`src/rtl/dxe_pkg.sv`:
```
package dxe_pkg;

  typedef enum logic [3:0] {
    ST_IDLE,
    ST_F_MODE,
    ST_F_SRC,
    ST_F_DST,
    ST_F_CNT,
    ST_RD,
    ST_WR,
    ST_WB_SRC,
    ST_WB_DST,
    ST_WB_CNT
  } dxe_state_e;

  // descriptor layout, in words
  localparam int unsigned DESC_WORDS = 4;
  localparam int unsigned WIX_MODE   = 0;
  localparam int unsigned WIX_SRC    = 1;
  localparam int unsigned WIX_DST    = 2;
  localparam int unsigned WIX_CNT    = 3;

endpackage

```
`src/rtl/dxe_mode_decode.sv`:
```
module dxe_mode_decode #(
  parameter int DATA_W = 16
) (
  input  logic [DATA_W-1:0] mode,
  output logic              is_word,
  output logic              src_inc,
  output logic              dst_inc,
  output logic              rsv_set
);
  localparam int SIZE_BIT = DATA_W - 1;
  localparam int SINC_BIT = DATA_W - 2;
  localparam int DINC_BIT = DATA_W - 3;

  assign is_word = mode[SIZE_BIT];
  assign src_inc = mode[SINC_BIT];
  assign dst_inc = mode[DINC_BIT];
  assign rsv_set = |mode[DINC_BIT-1:0];
endmodule

```
`src/rtl/dxe_addr_step.sv`:
```
module dxe_addr_step #(
  parameter int ADDR_W     = 16,
  parameter int WORD_BYTES = 2
) (
  input  logic [ADDR_W-1:0] addr,
  input  logic              inc,
  input  logic              is_word,
  output logic [ADDR_W-1:0] addr_nx
);
  logic [ADDR_W-1:0] step;

  always_comb begin
    step = '0;
    if (inc) begin
      step = is_word ? ADDR_W'(WORD_BYTES) : ADDR_W'(1);
    end
  end

  assign addr_nx = addr + step;
endmodule

```
`src/rtl/dxe_lane.sv`:
```
module dxe_lane #(
  parameter  int DATA_W = 16,
  localparam int BE_W   = DATA_W / 8,
  localparam int SEL_W  = (BE_W > 1) ? $clog2(BE_W) : 1
) (
  input  logic              is_word,
  input  logic [SEL_W-1:0]  rd_sel,
  input  logic [SEL_W-1:0]  wr_sel,
  input  logic [DATA_W-1:0] rd_raw,
  input  logic [DATA_W-1:0] wr_val,
  output logic [DATA_W-1:0] rd_val,
  output logic [DATA_W-1:0] wr_data,
  output logic [BE_W-1:0]   rd_be,
  output logic [BE_W-1:0]   wr_be
);
  logic [7:0] rd_byte;

  always_comb begin
    rd_byte = rd_raw[8*int'(rd_sel) +: 8];
  end

  assign rd_val = is_word ? rd_raw : DATA_W'(rd_byte);

  for (genvar l = 0; l < BE_W; l++) begin : g_lane
    assign rd_be[l]          = is_word | (rd_sel == SEL_W'(l));
    assign wr_be[l]          = is_word | (wr_sel == SEL_W'(l));
    assign wr_data[8*l +: 8] = is_word ? wr_val[8*l +: 8] : wr_val[7:0];
  end

  // a byte write touches exactly one lane
  always_comb begin
    if (is_word === 1'b0) begin
      assert_byte_lane_R3: assert ($countones(wr_be) == 1);
    end
  end
endmodule

```
`src/rtl/desc_xfer_engine.sv`:
```
module desc_xfer_engine
  import dxe_pkg::*;
#(
  parameter int ADDR_W = 16,
  parameter int DATA_W = 16
) (
  input  logic                  clk,
  input  logic                  rst_n,
  input  logic                  act_req,
  input  logic [ADDR_W-1:0]     act_ptr,
  output logic                  busy,
  output logic                  xfer_end,
  output logic                  done_pulse,
  output logic                  rsv_flag,
  output logic                  ptr_err,
  output logic                  mem_req,
  output logic                  mem_we,
  output logic [ADDR_W-1:0]     mem_addr,
  output logic [DATA_W-1:0]     mem_wdata,
  output logic [DATA_W/8-1:0]   mem_be,
  input  logic [DATA_W-1:0]     mem_rdata,
  input  logic                  mem_rdy
);
  localparam int BE_W  = DATA_W / 8;
  localparam int SEL_W = (BE_W > 1) ? $clog2(BE_W) : 1;
  localparam logic [ADDR_W-1:0] PTR_LAST =
    ADDR_W'((longint'(1) << ADDR_W) - longint'(DESC_WORDS * BE_W));
  localparam logic [ADDR_W-1:0] OFS_SRC = ADDR_W'(WIX_SRC * BE_W);
  localparam logic [ADDR_W-1:0] OFS_DST = ADDR_W'(WIX_DST * BE_W);
  localparam logic [ADDR_W-1:0] OFS_CNT = ADDR_W'(WIX_CNT * BE_W);

  // reset: asserted asynchronously, released on the clock
  logic rs_meta, rst_int_n;
  always_ff @(posedge clk or negedge rst_n) begin
    if (!rst_n) begin
      rs_meta   <= 1'b0;
      rst_int_n <= 1'b0;
    end else begin
      rs_meta   <= 1'b1;
      rst_int_n <= rs_meta;
    end
  end

  dxe_state_e        state_q, state_d;
  logic [ADDR_W-1:0] ptr_q, ptr_d;
  logic [DATA_W-1:0] mode_q, mode_d;
  logic [ADDR_W-1:0] src_q, src_d;
  logic [ADDR_W-1:0] dst_q, dst_d;
  logic [DATA_W-1:0] cnt_q, cnt_d;
  logic [DATA_W-1:0] data_q, data_d;
  logic              rsv_q, rsv_d;
  logic              last_q, last_d;
  logic              end_q, end_d;
  logic              done_q, done_d;
  logic              perr_q, perr_d;

  logic dec_word, dec_sinc, dec_dinc, dec_rsv;
  logic acc_done;

  dxe_mode_decode #(.DATA_W(DATA_W)) u_mode (
    .mode    (mode_q),
    .is_word (dec_word),
    .src_inc (dec_sinc),
    .dst_inc (dec_dinc),
    .rsv_set (dec_rsv)
  );

  // pointer advance, one stepper per endpoint
  logic [ADDR_W-1:0] ep_addr [2];
  logic              ep_inc  [2];
  logic [ADDR_W-1:0] ep_nx   [2];

  assign ep_addr[0] = src_q;
  assign ep_addr[1] = dst_q;
  assign ep_inc[0]  = dec_sinc;
  assign ep_inc[1]  = dec_dinc;

  for (genvar e = 0; e < 2; e++) begin : g_ep
    dxe_addr_step #(.ADDR_W(ADDR_W), .WORD_BYTES(BE_W)) u_step (
      .addr    (ep_addr[e]),
      .inc     (ep_inc[e]),
      .is_word (dec_word),
      .addr_nx (ep_nx[e])
    );
  end

  logic [DATA_W-1:0] ln_rd_val, ln_wr_data;
  logic [BE_W-1:0]   ln_rd_be, ln_wr_be;

  dxe_lane #(.DATA_W(DATA_W)) u_lane (
    .is_word (dec_word),
    .rd_sel  (src_q[SEL_W-1:0]),
    .wr_sel  (dst_q[SEL_W-1:0]),
    .rd_raw  (mem_rdata),
    .wr_val  (data_q),
    .rd_val  (ln_rd_val),
    .wr_data (ln_wr_data),
    .rd_be   (ln_rd_be),
    .wr_be   (ln_wr_be)
  );

  assign acc_done = mem_req & mem_rdy;

  // next-state
  always_comb begin
    state_d = state_q;
    ptr_d   = ptr_q;
    mode_d  = mode_q;
    src_d   = src_q;
    dst_d   = dst_q;
    cnt_d   = cnt_q;
    data_d  = data_q;
    rsv_d   = rsv_q;
    last_d  = last_q;
    end_d   = 1'b0;
    done_d  = 1'b0;
    perr_d  = 1'b0;
    case (state_q)
      ST_IDLE: begin
        if (act_req) begin
          if (act_ptr > PTR_LAST) begin
            perr_d = 1'b1;
          end else begin
            state_d = ST_F_MODE;
            ptr_d   = act_ptr;
            rsv_d   = 1'b0;
          end
        end
      end
      ST_F_MODE: if (acc_done) begin
        mode_d  = mem_rdata;
        state_d = ST_F_SRC;
      end
      ST_F_SRC: if (acc_done) begin
        src_d   = mem_rdata[ADDR_W-1:0];
        rsv_d   = dec_rsv;
        state_d = ST_F_DST;
      end
      ST_F_DST: if (acc_done) begin
        dst_d   = mem_rdata[ADDR_W-1:0];
        state_d = ST_F_CNT;
      end
      ST_F_CNT: if (acc_done) begin
        cnt_d   = mem_rdata;
        state_d = ST_RD;
      end
      ST_RD: if (acc_done) begin
        data_d  = ln_rd_val;
        state_d = ST_WR;
      end
      ST_WR: if (acc_done) begin
        src_d   = ep_nx[0];
        dst_d   = ep_nx[1];
        cnt_d   = cnt_q - DATA_W'(1);
        last_d  = (cnt_q == DATA_W'(1));
        state_d = ST_WB_SRC;
      end
      ST_WB_SRC: if (acc_done) state_d = ST_WB_DST;
      ST_WB_DST: if (acc_done) state_d = ST_WB_CNT;
      ST_WB_CNT: if (acc_done) begin
        state_d = ST_IDLE;
        end_d   = 1'b1;
        done_d  = last_q;
      end
      default: state_d = ST_IDLE;
    endcase
  end

  // registers
  always_ff @(posedge clk or negedge rst_int_n) begin
    if (!rst_int_n) begin
      state_q <= ST_IDLE;
      ptr_q   <= '0;
      mode_q  <= '0;
      src_q   <= '0;
      dst_q   <= '0;
      cnt_q   <= '0;
      data_q  <= '0;
      rsv_q   <= 1'b0;
      last_q  <= 1'b0;
      end_q   <= 1'b0;
      done_q  <= 1'b0;
      perr_q  <= 1'b0;
    end else begin
      state_q <= state_d;
      ptr_q   <= ptr_d;
      mode_q  <= mode_d;
      src_q   <= src_d;
      dst_q   <= dst_d;
      cnt_q   <= cnt_d;
      data_q  <= data_d;
      rsv_q   <= rsv_d;
      last_q  <= last_d;
      end_q   <= end_d;
      done_q  <= done_d;
      perr_q  <= perr_d;
    end
  end

  // memory port, decoded from the state
  always_comb begin
    mem_req   = 1'b1;
    mem_we    = 1'b0;
    mem_addr  = ptr_q;
    mem_wdata = '0;
    mem_be    = '1;
    case (state_q)
      ST_F_MODE: mem_addr = ptr_q;
      ST_F_SRC:  mem_addr = ptr_q + OFS_SRC;
      ST_F_DST:  mem_addr = ptr_q + OFS_DST;
      ST_F_CNT:  mem_addr = ptr_q + OFS_CNT;
      ST_RD: begin
        mem_addr = src_q;
        mem_be   = ln_rd_be;
      end
      ST_WR: begin
        mem_addr  = dst_q;
        mem_we    = 1'b1;
        mem_wdata = ln_wr_data;
        mem_be    = ln_wr_be;
      end
      ST_WB_SRC: begin
        mem_addr  = ptr_q + OFS_SRC;
        mem_we    = 1'b1;
        mem_wdata = DATA_W'(src_q);
      end
      ST_WB_DST: begin
        mem_addr  = ptr_q + OFS_DST;
        mem_we    = 1'b1;
        mem_wdata = DATA_W'(dst_q);
      end
      ST_WB_CNT: begin
        mem_addr  = ptr_q + OFS_CNT;
        mem_we    = 1'b1;
        mem_wdata = cnt_q;
      end
      default: mem_req = 1'b0;
    endcase
  end

  assign busy       = (state_q != ST_IDLE);
  assign xfer_end   = end_q;
  assign done_pulse = done_q;
  assign rsv_flag   = rsv_q;
  assign ptr_err    = perr_q;

  // checks on the port and sequencing behaviour
  assert_req_hold_R10: assert property (@(posedge clk) disable iff (!rst_int_n)
    (mem_req && !mem_rdy) |=> (mem_req && $stable(mem_addr) && $stable(mem_we)
                               && $stable(mem_wdata) && $stable(mem_be)));

  assert_done_in_end_R6: assert property (@(posedge clk) disable iff (!rst_int_n)
    done_pulse |-> xfer_end);

  assert_end_single_R6: assert property (@(posedge clk) disable iff (!rst_int_n)
    xfer_end |=> !xfer_end);

  assert_err_quiet_R8: assert property (@(posedge clk) disable iff (!rst_int_n)
    ptr_err |-> (!busy && !mem_req));

  assert_ptr_kept_R9: assert property (@(posedge clk) disable iff (!rst_int_n)
    busy |=> (!busy || $stable(ptr_q)));
endmodule

```
`config.mk`:
```
export PLATFORM = sky130hd
export DESIGN_NAME = desc_xfer_engine
export DESIGN_NICKNAME = d
export VERILOG_FILES = /design/src/rtl/dxe_pkg.sv /design/src/rtl/dxe_mode_decode.sv /design/src/rtl/dxe_addr_step.sv /design/src/rtl/dxe_lane.sv /design/src/rtl/desc_xfer_engine.sv
export SDC_FILE = /design/constraint.sdc
export NUM_CORES = 1
export LEC_CHECK = 0
export BUFFER_PORTS_ARGS = -buffer_cell sky130_fd_sc_hd__buf_2
export CORE_ASPECT_RATIO = 1.1
export CORE_MARGIN = 4
export CORE_UTILIZATION = 55
export DETAILED_ROUTE_END_ITERATION = 10
export PLACE_DENSITY = 0.76
export SLEW_MARGIN = 20
export SYNTH_ARGS = -nofsm -noshare
export SYNTH_HDL_FRONTEND = slang
export SYNTH_SLANG_ARGS = --single-unit
export TNS_END_PERCENT = 10
```
`constraint.sdc`:
```
create_clock -name clk -period 4.49 [get_ports clk]
set_input_delay 0.898 -clock clk [delete_from_list [all_inputs] [get_ports clk]]
set_output_delay 0.898 -clock clk [all_outputs]
set_load 0.05 [all_outputs]
```
# --- After elaboration in Yosys (flattened, before gate mapping) ---
# Index checks and enable logic that the tools add are counted.
# W data, S select, Z words.
op_classes:
  n_bitwise: 8
  reduce_logical: 21
  muxes: 40
  n_shift: 1
  n_eq_ne: 21
  n_lt_le_gt_ge: 1
  n_addsub: 6
  n_div: 0
  mul: 0
op_table:
  columns: ["operator", "n"]
  rows:
  - ["$mux W16", 7]
  - ["$pmux W16 S2", 3]
  - ["$pmux W16 S5", 1]
  - ["$pmux W16 S4", 1]
  - ["$mux W4", 11]
  - ["$pmux W4 S10", 1]
  - ["$add A16 B16 Y16", 2]
  - ["$add A16 B3 Y16 const B", 2]
  - ["$ne A2 B2 Y1 const B", 11]
  - ["$add A16 B2 Y16 const B", 1]
  - ["$eq A16 B1 Y1 const B", 1]
  - ["$eq A4 B3 Y1 const B", 4]
  - ["$gt A16 B16 Y1 const B", 1]
  - ["$shiftx A16 B5 Y8", 1]
  - ["$sub A16 B1 Y16 const B", 1]
  - ["$reduce_or A13 Y1", 1]
  - ["$mux W1", 12]
  - ["$reduce_and A3 Y1", 4]
  - ["$reduce_and A11 Y1", 1]
  - ["$reduce_or A9 Y1", 1]
  - ["$eq A4 B2 Y1 const B", 2]
  - ["$eq A4 B4 Y1 const B", 2]
  - ["$mux W8", 1]
  - ["$reduce_bool A2 Y1", 4]
  - ["13 further kinds", 22]
totals:
  register_bits: 107
  inputBits: 36
  output_inout_bits: 41
  ramBits: 0
  rom_bits: 0
  memories: 0
  word_cells: 112
  latchBits: 0

# --- Depth between registers and ports, before layout ---
logic_depth:
  depth_word: 6
  ltp_mapped: 12
  mapped_depth_nobuf: 10

# --- Hierarchy ---
# Synthesis repeated with hierarchy kept, for this count alone.
unflattened:
  hier_cells: 806
  area_unflattened_um2: 7209.4
modules_own_cells:
  columns: ["mod", "area_per_inst_um2", "instances", "seq_area_each_um2", "cells_each"]
  rows:
  - ["desc_xfer_engine", 6092.1, 1, 2677.6, 667]
  - ["dxe_addr_step", 345.3, 2, 0.0, 46]
  - ["dxe_lane", 376.6, 1, 0.0, 39]
  - ["dxe_mode_decode", 50.0, 1, 0.0, 8]

# --- Worst setup path before layout ---
# No wires, ideal clock.
synth_path:
  path_kind: "register to output"
  from: "register state_q[3]"
  to: "output port mem_addr[13]"
  path_buffers: 2
  slack_ns: 0.045
  t_required_ns: 3.592
  stages_incl_launch_ff: 13
  arrival_time_ns: 3.547
  path_cell_list: "dfrtp_1 > buf_4 > clkbuf_1 > nand2_1 > o22ai_1 > and2_1 > inv_1 > fa_1 > nand4b_1 > nor4_1 > xor2_1 > a221oi_1 > nor3_1"
synth_between:
  elab_chain_cells: 3
  elab_cells_between_ends: 12
  classes_between: "8 x eq/ne; 1 x mux; 3 x reduce/logical"
synth_rtl:
  columns: ["element", "line", "rtl"]
  rows:
  - ["start, declared", "desc_xfer_engine.sv:44", "dxe_state_e state_q, state_d;"]
  - ["start signal, assigned", "desc_xfer_engine.sv:185", "state_q <= state_d;"]
  - ["$eq A4 B4 Y1, or another cell as far along", "desc_xfer_engine.sv:207", "case (state_q)"]
  - ["$reduce_or A2 Y1 (no source line)", null, null]
  - ["$pmux W16 S5 *", "desc_xfer_engine.sv:207", null]
  - ["end, declared", "desc_xfer_engine.sv:18", "output logic [ADDR_W-1:0] mem_addr,"]
# Mark *: on every way between the ends. The rest lies on a longest branch, timed or not.

# --- Worst setup path in the final report ---
layout_path:
  from: "register state_q[1]"
  to: "output port mem_addr[13]"
# Same word-level chain as after synthesis.

==> metrics.md <==
| Metric | Value |
|---|---|
| Tot GR Track Use | `30.30%` |
| RSZ-0062 raised after global routing | `no` |
| Count of input and output buffers | `76` |
| Sequential share of the synthesized area | `38.10%` |
| Initial antenna violation count | `0` |
| Setup TNS | `0 ps` |
| Max_cap viols | `0` |
| Ys Warns | `0` |
| Max Slew Vio Count | `0` |
| Finish-stage setup viols | `0` |
| Status | `finished clean` |
| CP Class | `flip-flop to output pin` |
| Count of mapped cells out of synthesis | `805` |
| Avg WL per Cell | `22.03 um` |
| Pre-Repair DR Iteration Count | `6` |
| CP Capture Type | `output pin` |
| Async SR Flop Fraction | `100.0%` |
| Final #Nets | `889` |
| Core Region | `0.01259 sq mm` |
| Number of synthesized register bits | `107` |
| Cell Area, Synth | `0.007028 sq mm` |
| Vias in the first global route | `6284` |
| Routed vias/inst | `6.835` |
| Number of synthesized flops with an enable pin | `0` |
| CP startpoint kind | `flip-flop` |
| H-tree depth | `3` |
| Leak pwr | `3.268 nW` |
| Global placement routability congestion | `0.9574` |
| Final Critical Period | `4327 ps` |
| Clock sinks | `107` |
| Syn_nets | `852` |
| Largest net degree at the start of global routing | `76` |
| Global-route wire length before repair | `34350 um` |
| Chip Width | `115.8 um` |
| Grt ovf | `0` |
| Depth of the most critical reg-to-reg path | `9` |
| Number of DRC markers in iteration 0 | `1096` |
| Mean post-synth cell area | `8.730 sq um` |
| Post-DP HPWL | `15950 um` |
| TritonCTS buffer count | `9` |
| FMAX | `231.1 MHz` |
| Area Growth Syn to Fin | `11.11%` |
| Clk buf depth | `2` |
| Ant. Diodes | `0` |
| FF-to-FF setup slack | `1560 ps` |
| Share of cells above drive strength 1 | `18.18%` |
| Pwr/cell area | `857.4 mW/mm^2` |
| Most common cell after layout, fill and taps aside | `dfrtp_1` |
| Worst clock skew | `7.008 ps` |
| RR Startpoint | `mode_q[15]$_DFFE_PN0P_` |
| Yosys cell types | `75` |
| Row count | `43` |
| Setup ws final | `162.8 ps` |
| Setup Buffers After CTS | `0` |
| Initial core utilization | `55.82%` |
| Fin crit share | `96.38%` |
| Final hold vios | `0` |
| End of the worst register-to-register path | `src_q[12]$_DFFE_PN0P_` |
| Worst-path clk slew | `70 ps` |
| Via count | `6862` |
| Hold_buf cts | `0` |
| Die footprint | `0.01465 sq mm` |
| Ports | `77` |
| Commonest cells after routing, fill and taps aside | `dfrtp_1 (106), nand2_1 (82), buf_2 (76)` |
| Slew @ Worst Pin | `988.9 ps` |
| # resized after CTS | `0` |
| CTS tree | `yes` |
| Antenna-violating nets left | `0` |
| Worst vdd ir | `0.7313 mV` |
| Worst-skew pair later-pin latency | `360 ps` |
| Dpl ws | `600.9 ps` |
| Worst Path Arrival | `3430 ps` |
| Worst Hold Class | `flip-flop to async pin` |
| Die span in y | `126.6 um` |
| Clock Tree Root | `clkbuf_16` |
| Worst-path maximum fanout | `17` |
| Post-Route WL | `22110 um` |
| Req. time, crit path | `3590 ps` |
| Ys flop type | `dfrtp_1` |
| Final routed DRC violation total | `0` |
| Slew Limit Headroom | `33.89%` |
-- sequential cells by signal, summed over array words and instances, names as in the netlist, 4 cells and up --
register / count
src_q: 16
data_q: 16
mode_q: 16
ptr_q: 16
state_q: 4
dst_q: 16
cnt_q: 16
-- cells by family after synthesis --
family                   share of synthesized area [%]
AO/OA/AOI/OAI                                    26.51
XOR/XNOR                                         1.246
multiplexers                                     7.406
adder cells (fa/ha/maj)                          2.279
AND/OR/NAND/NOR                                  18.89
buffers and inverters                            5.519
other                                          0.05336
flip-flops                                       38.10
-- stage by stage --
| step | instance area [sq um] | hold WS [ps] | std cells | util (%) | power, mW |
|---|---|---|---|---|---|
| 2_1_floorplan | 7028 | 331.2 | 805 | - | 4.736 |
| 3_3_place_gp | 7425 | 342.5 | 987 | 58.97 | 5.579 |
| 6_report | 7809 | 225.6 | 1004 | 62.03 | 6.695 |
| 4_1_cts | 7775 | 302.9 | 1003 | 61.76 | 6.629 |
| 5_1_grt | 7809 | 254.8 | 1004 | 62.03 | 7.082 |
| 3_5_place_dp | 7425 | 340.5 | 987 | 58.97 | 5.687 |
-- cell type report --
type	count	area, sq um
Multi-Input combinational cell	611	3989
Clock inverter	6	111.4
Timing Repair Buffer	90	505.5
Clock buffer	10	239.0
Inverter	23	86.33
Fill cell	1090	4781
Sequential cell	107	2681
Tap cell	157	196.4
-- power by group --
part	leakage, nW	switching (mW)	internal, mW
Clock	0.169	0.381	0.562
Combinational	1.82	2.41	1.23
Sequential	1.28	0.699	1.41
-- cells in the mapped netlist (all sizes together), types with 14 or more instances --
cell type | n | share of area (%)
a21oi | 67 | 4.8
a221o | 16 | 2.3
a22oi | 14 | 1.5
buf | 32 | 2.6
clkbuf | 32 | 1.7
dfrtp | 107 | 38
inv | 23 | 1.2
mux2 | 32 | 5.1
mux2i | 16 | 2.3
nand2 | 82 | 4.4
nand3 | 27 | 2.0
nor2 | 52 | 2.8
nor3 | 21 | 1.7
o21ai | 76 | 5.4
o22a | 16 | 2.0
-- routing by layer --
layer  GRT usage [%]  share of wire [%]
met5               0                  0
met2           44.87                 44
met1           40.56                 39
met4           18.84                6.5
met3           6.011                 10
-- critical path, stage by stage, from the launching register on --
cell and delay [ps]:
dfrtp_1 590, inv_1 260, and2_1 190, inv_1 60, fa_1 410, nand4b_1 370
nor4_1 430, xor2_1 180, a221oi_1 100, nor3_1 170, buf_2 290
-- worst max-delay path by stage --
stage | from | endpoint | slack [ps] | cells after the start
final | state_q[1]$_DFFE_PN0P_ | mem_addr[13] | 160 | 10
after global routing | state_q[1]$_DFFE_PN0P_ | mem_addr[13] | 10 | 10
after CTS | state_q[1]$_DFFE_PN0P_ | mem_addr[13] | 200 | 10
after detailed placement | state_q[1]$_DFFE_PN0P_ | mem_addr[13] | 600 | 10
after global placement | state_q[1]$_DFFE_PN0P_ | mem_addr[13] | 650 | 10
after floorplan | state_q[3]$_DFFE_PN0P_ | mem_addr[13] | 40 | 12
(Power assumes the default switching activity.)
